<file path="src/rtl/burst_addr_seq.sv">
module burst_addr_seq #(
  parameter int ADDR_W = 17
) (
  input  logic              clk,
  input  logic              rst_n,
  input  logic              strobe_a_n,
  input  logic              strobe_b_n,
  input  logic              step_n,
  input  logic              order_il,
  input  logic [ADDR_W-1:0] ext_addr,
  output logic [ADDR_W-1:0] acc_addr,
  output logic [1:0]        beat_idx
);
  localparam int HI = ADDR_W - 1;

  logic [ADDR_W-1:0] base_q;
  logic [1:0]        beat_q;
  logic              load;
  logic [1:0]        low_lin, low_il;

  assign load = !strobe_a_n || !strobe_b_n;

  always_ff @(posedge clk) begin
    if (!rst_n) begin
      base_q <= '0;
      beat_q <= '0;
    end else if (load) begin
      base_q <= ext_addr;
      beat_q <= '0;
    end else if (!step_n) begin
      beat_q <= beat_q + 2'd1;
    end
  end

  assign low_lin  = base_q[1:0] + beat_q;
  assign low_il   = base_q[1:0] ^ beat_q;
  assign acc_addr = {base_q[HI:2], order_il ? low_il : low_lin};
  assign beat_idx = beat_q;


  load_takes_addr_chk: assert property (@(posedge clk) disable iff (!rst_n)
    load |=> (acc_addr == $past(ext_addr)));


  load_clears_beat_chk: assert property (@(posedge clk) disable iff (!rst_n)
    load |=> (beat_idx == 2'd0));


  upper_fixed_chk: assert property (@(posedge clk) disable iff (!rst_n)
    !load |=> (acc_addr[HI:2] == $past(acc_addr[HI:2])));


  hold_chk: assert property (@(posedge clk) disable iff (!rst_n)
    (!load && step_n) |=> ($stable(beat_idx) && (!$stable(order_il) || $stable(acc_addr))));


  beat_step_chk: assert property (@(posedge clk) disable iff (!rst_n)
    (!load && !step_n) |=> (beat_idx == $past(beat_idx) + 2'd1));


  linear_step_chk: assert property (@(posedge clk) disable iff (!rst_n)
    (!load && !step_n && !order_il) |=> (order_il || acc_addr[1:0] == $past(acc_addr[1:0]) + 2'd1));
endmodule

</file>
<file path="config.mk">
export PLATFORM = sky130hd
export DESIGN_NAME = burst_addr_seq
export DESIGN_NICKNAME = d
export VERILOG_FILES = /design/src/rtl/burst_addr_seq.sv
export SDC_FILE = /design/constraint.sdc
export NUM_CORES = 1
export LEC_CHECK = 0
export BUFFER_PORTS_ARGS = -buffer_cell sky130_fd_sc_hd__buf_2
export CAP_MARGIN = 10
export CORE_ASPECT_RATIO = 0.75
export CORE_MARGIN = 2
export CORE_UTILIZATION = 48
export DETAILED_ROUTE_END_ITERATION = 8
export PLACE_DENSITY = 0.86
export SKIP_LAST_GASP = 1
export SLEW_MARGIN = 0
export SYNTH_ARGS = -nofsm -noshare
export SYNTH_HDL_FRONTEND = slang
export SYNTH_SLANG_ARGS = --single-unit
</file>
<file path="constraint.sdc">
create_clock -name clk -period 2.1 [get_ports clk]
set_input_delay 0.105 -clock clk [delete_from_list [all_inputs] [get_ports clk]]
set_output_delay 0.105 -clock clk [all_outputs]
set_load 0.02 [all_outputs]
</file>
==> impl_metrics.ini <==
[drt]
post_drt_wl_per_cell_microns = 11.2
drt_iter0_drc = 7
num_vias = 686
drc_errors = 0
drt_first_pass_iters = 5
drt-met1-wl_microns = 648
routed_wl_microns = 1660
met2_length_microns = 900
highest_layer = met4
route.met3.wl_microns = 101
avgViaCountPerCell = 4.60
ant_nets = 0

[layout]
drive_gt1_frac = 0.433
num-fill-cells = 174
multi_input_area_sq_um = 375
area_growth_syn_to_layout_pct = 12.3
layout_common_cells = buf_2, nand2_1, dfxtp_1, a21boi_2, a21boi_0
ff_latch_area_sq_um = 380
antenna_cells = 0
nNetsFinal = 152
mostFrequentLayoutCell = buf_2

[yosys]
yosys_register_bits = 19
syn_inst = 101
ys_warn_count = 0
yosysUniqueCellTypes = 16
synth-compound-area-share = 0.183
synth_top_family_by_area = simple AND/OR/NAND/NOR gates
synth_fa_ha_area_frac = 0.0139
synth_top_area_share = 0.421
syn_area_sq_um = 903
yosysTopAreaCell = dfxtp_1
synthSimpleGateAreaFrac = 0.190
yosysSeqAreaShare = 0.421
synth.area.mux_share = 0
synth_xor_area_frac = 0.0291
synth_nets = 125
ys_top_cells_by_area = dfxtp_1, nand2_1, a21boi_2, buf_4, a21boi_0
synth_area_per_cell_sq_um = 8.94

[pwr]
swShare = 0.266
vdd_drop_max_uv = 373
p_int_uw = 506
leakage_nw = 0.493
p_per_area_mw_per_mm2 = 680
pwr-share-comb = 0.177
p_clk_frac = 0.255
p_switching_uw = 183
power.share.sequential = 0.567

[setup_path]
crit_path_max_fanout = 4
path_cells = ha_1 > nor2b_1 > xnor2_1 > buf_2
start_kind = register
critPathSlowestCell = dfxtp_1
reg2reg_slack_ns = 1.22
cp_slowest_stage_delay_ns = 0.38
worst-setup-path-type = register to output pin
r2r_cells = 3
critical_path.endpoint_type = output pin
crit_required_ns = 2.00
arrival_ns = 1.27

[sta]
finalCritPeriodShare = 0.655
clock-skew-final_ns = 0.00424
drv_slew = 0
fmax_ghz = 0.727
whs_ns = 0.0617
tightest_slew_ns = 0.611
slew_headroom = 0.593
setup_viol_count_final = 0
period_needed_ns = 1.37
hold_viol_final = 0
finalSetupTns_ns = 0
rsz0062_at_grt = false

[clock_network]
max-clock-path-buffers = 2
clk_latency_ns = 0.28
cts_resized = 0
cts_sinks = 19
htreeDepth = 1
post_cts_buffers = 0
cts-buffers-inserted = 3
clock-root-buffer = clkbuf_4
path_clk_slew_ns = 0.11
tritoncts = done
cts_hold_buf = 0

[min_path]
worstHoldPathType = input pin to register
whs_path_depth = 3

[run_status]
status = finished clean

[die]
io_pins = 42
die-area_sq_mm = 0.00225
initial_utilization = 0.514
die_h_microns = 41.6
fp.dieW_microns = 54.1
core_area_sq_mm = 0.00176
num_rows = 13

[global_route]
overflow = 0
grt_util_all_layers = 0.164
grt_start_max_net_pins = 19
antenna_found_initial = 0
grt_pass1_vias = 673
grt_pass1_wl_microns = 2790

[place]
gp_congestion = 0.740
port-buffer-count = 41

[job]
drv_cap = 0
stage by stage:
stage / worst slack (ns) / instance area [sq um] / power (mW) / std cells / utilization
4_1_cts: 0.710 / 1010 / 0.693 / 149 / 0.578
3_5_place_dp: 0.969 / 988 / 0.523 / 145 / 0.563
2_1_floorplan: 0.907 / 903 / 0.502 / 101 / -
5_1_grt: 0.647 / 1010 / 0.727 / 149 / 0.578
3_3_place_gp: 1.01 / 988 / 0.518 / 145 / 0.563
6_report: 0.725 / 1010 / 0.690 / 149 / 0.578
state kept, by name, indices dropped and copies added, names as in the netlist:
| register | flops |
|---|---|
| beat_idx | 2 |
| base_q | 17 |
Yosys cell counts:
cell / n
nor2b_1: 3
nor3_1: 1
ha_1: 1
dfxtp_1: 19
buf_4: 15
xnor2_1: 3
buf_6: 1
a21boi_2: 10
buf_8: 1
nand2_2: 1
nand2_1: 35
nor2_1: 1
clkbuf_1: 1
a21boi_0: 7
buf_2: 1
and2_1: 1
power by group through the flow:
| stage | sequential, mW | clock (mW) | combinational, mW |
|---|---|---|---|
| 6_report | 0.391 | 0.176 | 0.122 |
| 2_1_floorplan | 0.398 | 0 | 0.104 |
| 3_5_place_dp | 0.400 | 0 | 0.123 |
| 4_1_cts | 0.392 | 0.178 | 0.124 |
| 5_1_grt | 0.394 | 0.198 | 0.135 |
| 3_3_place_gp | 0.399 | 0 | 0.119 |
cell families (layout without fill, tap and decap cells):
kind of cell	count (synthesis)	after routing
buf+inv	19	45
flops	19	19
compound gates	17	17
simple gates	42	42
fa+ha+maj	1	1
xor+xnor	3	3
final cells by class:
type | count | share of cell area
Sequential cell | 19 | 0.375
Tap cell | 22 | 0.0271
Clock buffer | 4 | 0.0259
Timing Repair Buffer | 41 | 0.202
Multi-Input combinational cell | 63 | 0.370
critical path, delay by kind of cell, from the launching register on:
family | cells | cell delay [ns]
DFF | 1 | 0.38
and+or+nand+nor | 1 | 0.16
buffers and inverters | 1 | 0.18
adders and majority gates | 1 | 0.15
xor gates and xnor gates | 1 | 0.12
path summary, 6_finish.rpt:
check / startpoint / end
worst max-delay path: beat_idx[0] / acc_addr[1]
worst min-delay path: ext_addr[16] / base_q[16]
worst max register to register: beat_idx[0] / beat_idx[1]
worst min register to register: base_q[16] / base_q[16]
metal layers:
| metal | up-vias | global-route usage |
|---|---|---|
| met5 | - | 0 |
| met4 | 0 | 0.0300 |
| met3 | 2 | 0.0252 |
| met2 | 20 | 0.317 |
| met1 | 309 | 0.183 |
| li1 | 355 | - |
Note: power is estimated with default switching activity, not from simulation.
